### src/rtl/huff_pkg.sv
package huff_pkg;
  localparam int SYM_W  = 3;
  localparam int CODE_W = 6;
  localparam int LEN_W  = 3;
  localparam int NSYM   = 1 << SYM_W;

  typedef struct packed {
    logic [CODE_W-1:0] pat;  // left-aligned codeword
    logic [LEN_W-1:0]  len;  // number of valid bits
  } code_ent_t;

  function automatic code_ent_t code_of(input logic [SYM_W-1:0] s);
    code_ent_t e;
    case (s)
      3'd0:    begin e.pat = 6'b100000; e.len = 3'd1; end
      3'd1:    begin e.pat = 6'b010000; e.len = 3'd2; end
      3'd2:    begin e.pat = 6'b001000; e.len = 3'd3; end
      3'd3:    begin e.pat = 6'b000100; e.len = 3'd4; end
      3'd4:    begin e.pat = 6'b000001; e.len = 3'd6; end
      3'd5:    begin e.pat = 6'b000000; e.len = 3'd6; end
      3'd6:    begin e.pat = 6'b000011; e.len = 3'd6; end
      default: begin e.pat = 6'b000010; e.len = 3'd6; end
    endcase
    return e;
  endfunction
endpackage

### src/rtl/huff_code_rom.sv
module huff_code_rom
  import huff_pkg::*;
(
  input  logic [SYM_W-1:0] idx,
  output code_ent_t        ent
);
  code_ent_t rom [NSYM];

  for (genvar g = 0; g < NSYM; g++) begin : g_ent
    assign rom[g] = code_of(SYM_W'(g));
  end

  assign ent = rom[idx];
endmodule

### src/rtl/huff_shifter.sv
module huff_shifter
  import huff_pkg::*;
(
  input  logic      clk,
  input  logic      rst,
  input  logic      load,
  input  code_ent_t ent,
  output logic      ready,
  output logic      bit_valid,
  output logic      bit_out,
  output logic      bit_last
);
  logic [CODE_W-1:0] sh_q;
  logic [LEN_W-1:0]  rem_q;   // bits left including the one on the output
  logic              v_q;
  logic              last_q;

  always_ff @(posedge clk) begin
    if (rst) begin
      sh_q   <= '0;
      rem_q  <= '0;
      v_q    <= 1'b0;
      last_q <= 1'b0;
    end else if (load) begin
      sh_q   <= ent.pat;
      rem_q  <= ent.len;
      v_q    <= 1'b1;
      last_q <= (ent.len == LEN_W'(1));
    end else if (v_q) begin
      sh_q   <= {sh_q[CODE_W-2:0], 1'b0};
      rem_q  <= rem_q - LEN_W'(1);
      v_q    <= (rem_q != LEN_W'(1));
      last_q <= (rem_q == LEN_W'(2));
    end
  end

  assign ready     = !v_q || last_q;
  assign bit_valid = v_q;
  assign bit_out   = sh_q[CODE_W-1];
  assign bit_last  = last_q;
endmodule

### src/rtl/huff_tally.sv
module huff_tally #(
  parameter int CNT_W = 32
) (
  input  logic             clk,
  input  logic             rst,
  input  logic             inc,
  output logic [CNT_W-1:0] cnt
);
  always_ff @(posedge clk) begin
    if (rst)      cnt <= '0;
    else if (inc) cnt <= cnt + CNT_W'(1);
  end
endmodule

### src/rtl/huff_serial_enc.sv
module huff_serial_enc
  import huff_pkg::*;
#(
  parameter int CNT_W = 32
) (
  input  logic             clk,
  input  logic             rst,
  input  logic             sym_valid,
  input  logic [SYM_W-1:0] sym_idx,
  output logic             sym_ready,
  output logic             bit_valid,
  output logic             bit_out,
  output logic             bit_last,
  output logic [CNT_W-1:0] total_bits,
  output logic [CNT_W-1:0] total_syms
);
  code_ent_t ent;
  logic      take;

  assign take = sym_valid && sym_ready;

  huff_code_rom u_rom (.idx(sym_idx), .ent(ent));

  huff_shifter u_sh (
    .clk(clk), .rst(rst), .load(take), .ent(ent),
    .ready(sym_ready), .bit_valid(bit_valid),
    .bit_out(bit_out), .bit_last(bit_last)
  );

  huff_tally #(.CNT_W(CNT_W)) u_bits (
    .clk(clk), .rst(rst), .inc(bit_valid), .cnt(total_bits)
  );

  huff_tally #(.CNT_W(CNT_W)) u_syms (
    .clk(clk), .rst(rst), .inc(take), .cnt(total_syms)
  );
endmodule

### config.mk
export PLATFORM = sky130hd
export DESIGN_NAME = huff_serial_enc
export DESIGN_NICKNAME = d
export VERILOG_FILES = /design/src/rtl/huff_pkg.sv /design/src/rtl/huff_code_rom.sv /design/src/rtl/huff_shifter.sv /design/src/rtl/huff_tally.sv /design/src/rtl/huff_serial_enc.sv
export SDC_FILE = /design/constraint.sdc
export NUM_CORES = 1
export LEC_CHECK = 0
export ABC_AREA = 1
export BUFFER_PORTS_ARGS = -buffer_cell sky130_fd_sc_hd__clkbuf_2
export CORE_MARGIN = 2
export CORE_UTILIZATION = 50
export CTS_CLUSTER_SIZE = 40
export DETAILED_ROUTE_END_ITERATION = 10
export PLACE_DENSITY_LB_ADDON = 0.12
export SETUP_SLACK_MARGIN = 0.02
export SLEW_MARGIN = 20
export SYNTH_ARGS = -nofsm -noshare
export SYNTH_HDL_FRONTEND = slang
export SYNTH_SLANG_ARGS = --single-unit
### constraint.sdc
create_clock -name clk -period 3.3 [get_ports clk]
set_input_delay 0 -clock clk [delete_from_list [all_inputs] [get_ports clk]]
set_output_delay 0 -clock clk [all_outputs]
set_load 0.05 [all_outputs]
==> metrics.txt <==
leak pwr 0.002069 µW; H-Tree Depth 3; distinct cell type count after synthesis 39; Setup TNS Final 0 ns; Worst R2R Path Depth 8; drt pass-1 iters 5; CP max stage cell dfxtp_1; delay-heaviest family, CP simple AND/OR/NAND/NOR gates; RR Endpoint u_sh.sh_q[2]; slew margin rel. 60.90%; core outline area 8093 µm²; WL/cell 12.30 µm; area grow syn2layout 16.20%; Hold Crit Depth 4; worst path cell trace nand2_4 > nand2_4 > nand2_1 > inv_1 > nand2_1 > o211ai_1 > nand2_1 > inv_1; Critical Path Source Type register; drt total wl 9.954 mm; Synth Net Count 637; Fin. Hold Viols 0; synth warn 0; Hold WS 0.04726 ns; Post-CTS Setup Inserts 0; Final Core Density 59.23%; Root Driver clkbuf_8; placer congestion estimate 0.9205; Critical Path RT 3.59 ns; Slew @ Worst Pin 0.5820 ns; min Tclk post-route 1.768 ns; area leader, netlist dfxtp_1; Starting Density 50.97%; PostCTS Resize Cnt 0; num ports 74; # clock sinks 75; post-route ant nets 0; DR vias 4,142; Syn Std Cell Area 4125 µm²; VDD IR max 0.0001983 V; Iter 0 DRT Violations 152; most frequent cells in the layout 150 x nand2_1, 100 x nor2_1, 88 x inv_1, 75 x dfxtp_1, 73 x clkbuf_2; fin crit share 53.56%; vias in the first global route 3,802; HPWL Detailed 7.491 mm; Clk Latency, worst-skew pair 0.35 ns; row cnt 33; Seq/Total Area, Yosys 36.40%; Via density 5.120; Clock Pin Slew Worst Setup and Hold Paths 0.08 ns; Nets 715; CTS tree yes; pwr dens 376.8 nW/µm²; # setup viols final 0; global-route wire length before repair 16.92 mm; share of cells above drive strength 1 18.04%; Placed Area 4579 µm²; Place WS 1.556 ns; CP startpoint u_sh.bit_valid; register-to-register setup slack 1.53 ns; # diodes 0; DIE HEIGHT 94.83 µm; CP bufs+invs 2; clk_skew 0.009703 ns; hold crit path type input pin to register; status finished, final reports clean; Max Fanout on Critical Path 15; RSZ-0062 raised after global routing false; post-synth top area share 36.40%; IO Port Bufs 73; crit end category register; Setup CP Type register to register; cell count after synthesis 622; Max Buffers Root-to-Sink 2; worst r2r src u_sh.bit_valid; Total GRT Usage 23.33%; FF+latch count, synth 75; CTS buffer count 9; setup ws final 1.532 ns; stages on the worst setup path 8; top post-synthesis cells by area dfxtp_1 36%, nand2_1 14%, nor2_1 9.1%; crit path to u_sh.sh_q[2]; fin. max-slew vios 0; most used cell, CP nand2_1; CP Data Arrival Time 2.06 ns; fin area 4793 µm²; grt total ovfl 0; DRC Markers 0; Max Fclk 565.7 MHz; Critical Path Max Stage Delay 0.67 ns; die area 8993 µm²; initial antenna violation count 0; pin count of the biggest net entering global routing 31; leading cell type in the layout, fill and taps excluded nand2_1; MaxCap Viol Count 0; DIE WIDTH 94.83 µm; fill count 837; Syn Area/Cell 6.632 µm²
power breakdown:
part	switching [µW]	internal (µW)	leakage [µW]	total (µW)
registers	18.2	920	0.000606	938
logic	112	43.8	0.00136	156
clock network	325	386	0.0000995	712
total	456	1350	0.00207	1810
sequential cells by signal, indices dropped and copies added, names as in the netlist:
name            count
u_bits.cnt         32
u_syms.cnt         32
u_sh.sh_q           6
u_sh.rem_q          3
u_sh.bit_last       1
u_sh.bit_valid      1
tightest hold or removal path, cell delays in order:
cell      delay (ns)
clkbuf_2        0.10
inv_1           0.09
nand2_1         0.08
a31oi_1         0.07
how the worst min path moves through the flow:
stage                    start       endpoint
CTS                 sym_idx[0]  u_sh.rem_q[0]
finish              sym_idx[0]  u_sh.rem_q[0]
floorplan                  rst  u_syms.cnt[3]
global placement    sym_idx[2]   u_sh.sh_q[0]
detailed placement  sym_idx[2]   u_sh.sh_q[0]
global route        sym_idx[0]  u_sh.rem_q[0]
metal layers:
metal | track usage, % | vias to the layer above | routed length, µm
li1 | - | 2141 | -
met2 | 41.02 | 105 | 4764
met5 | 0 | - | 0
met1 | 29.31 | 1883 | 4507
met3 | 3.512 | 13 | 547
met4 | 7.246 | 0 | 135
logic make-up after synthesis:
group	share of synthesized area (%)
simple gates	40.37
buf+inv	9.766
fa+ha+maj	2.730
xor+xnor	0.6371
flops	36.40
compound gates	10.10
through the flow:
stage,cells,power (µW)
global route,809,1890
floorplan,622,1080
CTS,809,1824
detailed placement,792,1114
global placement,792,1110
finish,809,1806
area by class of cell:
| type | instances | area [µm²] | share of cell area (%) |
|---|---|---|---|
| flip-flops and latches | 75 | 1501 | 31.32 |
| clock inverters | 2 | 35.03 | 0.7309 |
| repair buffers | 77 | 400.4 | 8.353 |
| multi-input cells | 445 | 2221 | 46.33 |
| clock buffers | 13 | 158.9 | 3.315 |
| inverters | 92 | 345.3 | 7.204 |
| well taps | 105 | 131.4 | 2.741 |
cells in the mapped netlist, drive strengths merged:
library cell,n
and3,1
clkbuf,6
nand3b,1
xor2,2
and2,1
o21ai,24
nand3,46
ha,9
clkinv,1
xnor2,1
nand4,21
a31oi,4
nor4,1
o21a,3
o21bai,3
a21oi,33
buf,4
o22ai,1
inv,91
nor3,10
a211oi,2
nor2,121
dfxtp,75
o211ai,3
nand2,157
o221ai,1
timing repair:
| item | 4_1_cts | 5_1_grt |
|---|---|---|
| endpoints found under the setup margin | 0 | 0 |
| hold buffers | 2 | 0 |
| endpoints found under the hold margin | 2 | 0 |
(Power assumes the default switching activity.)
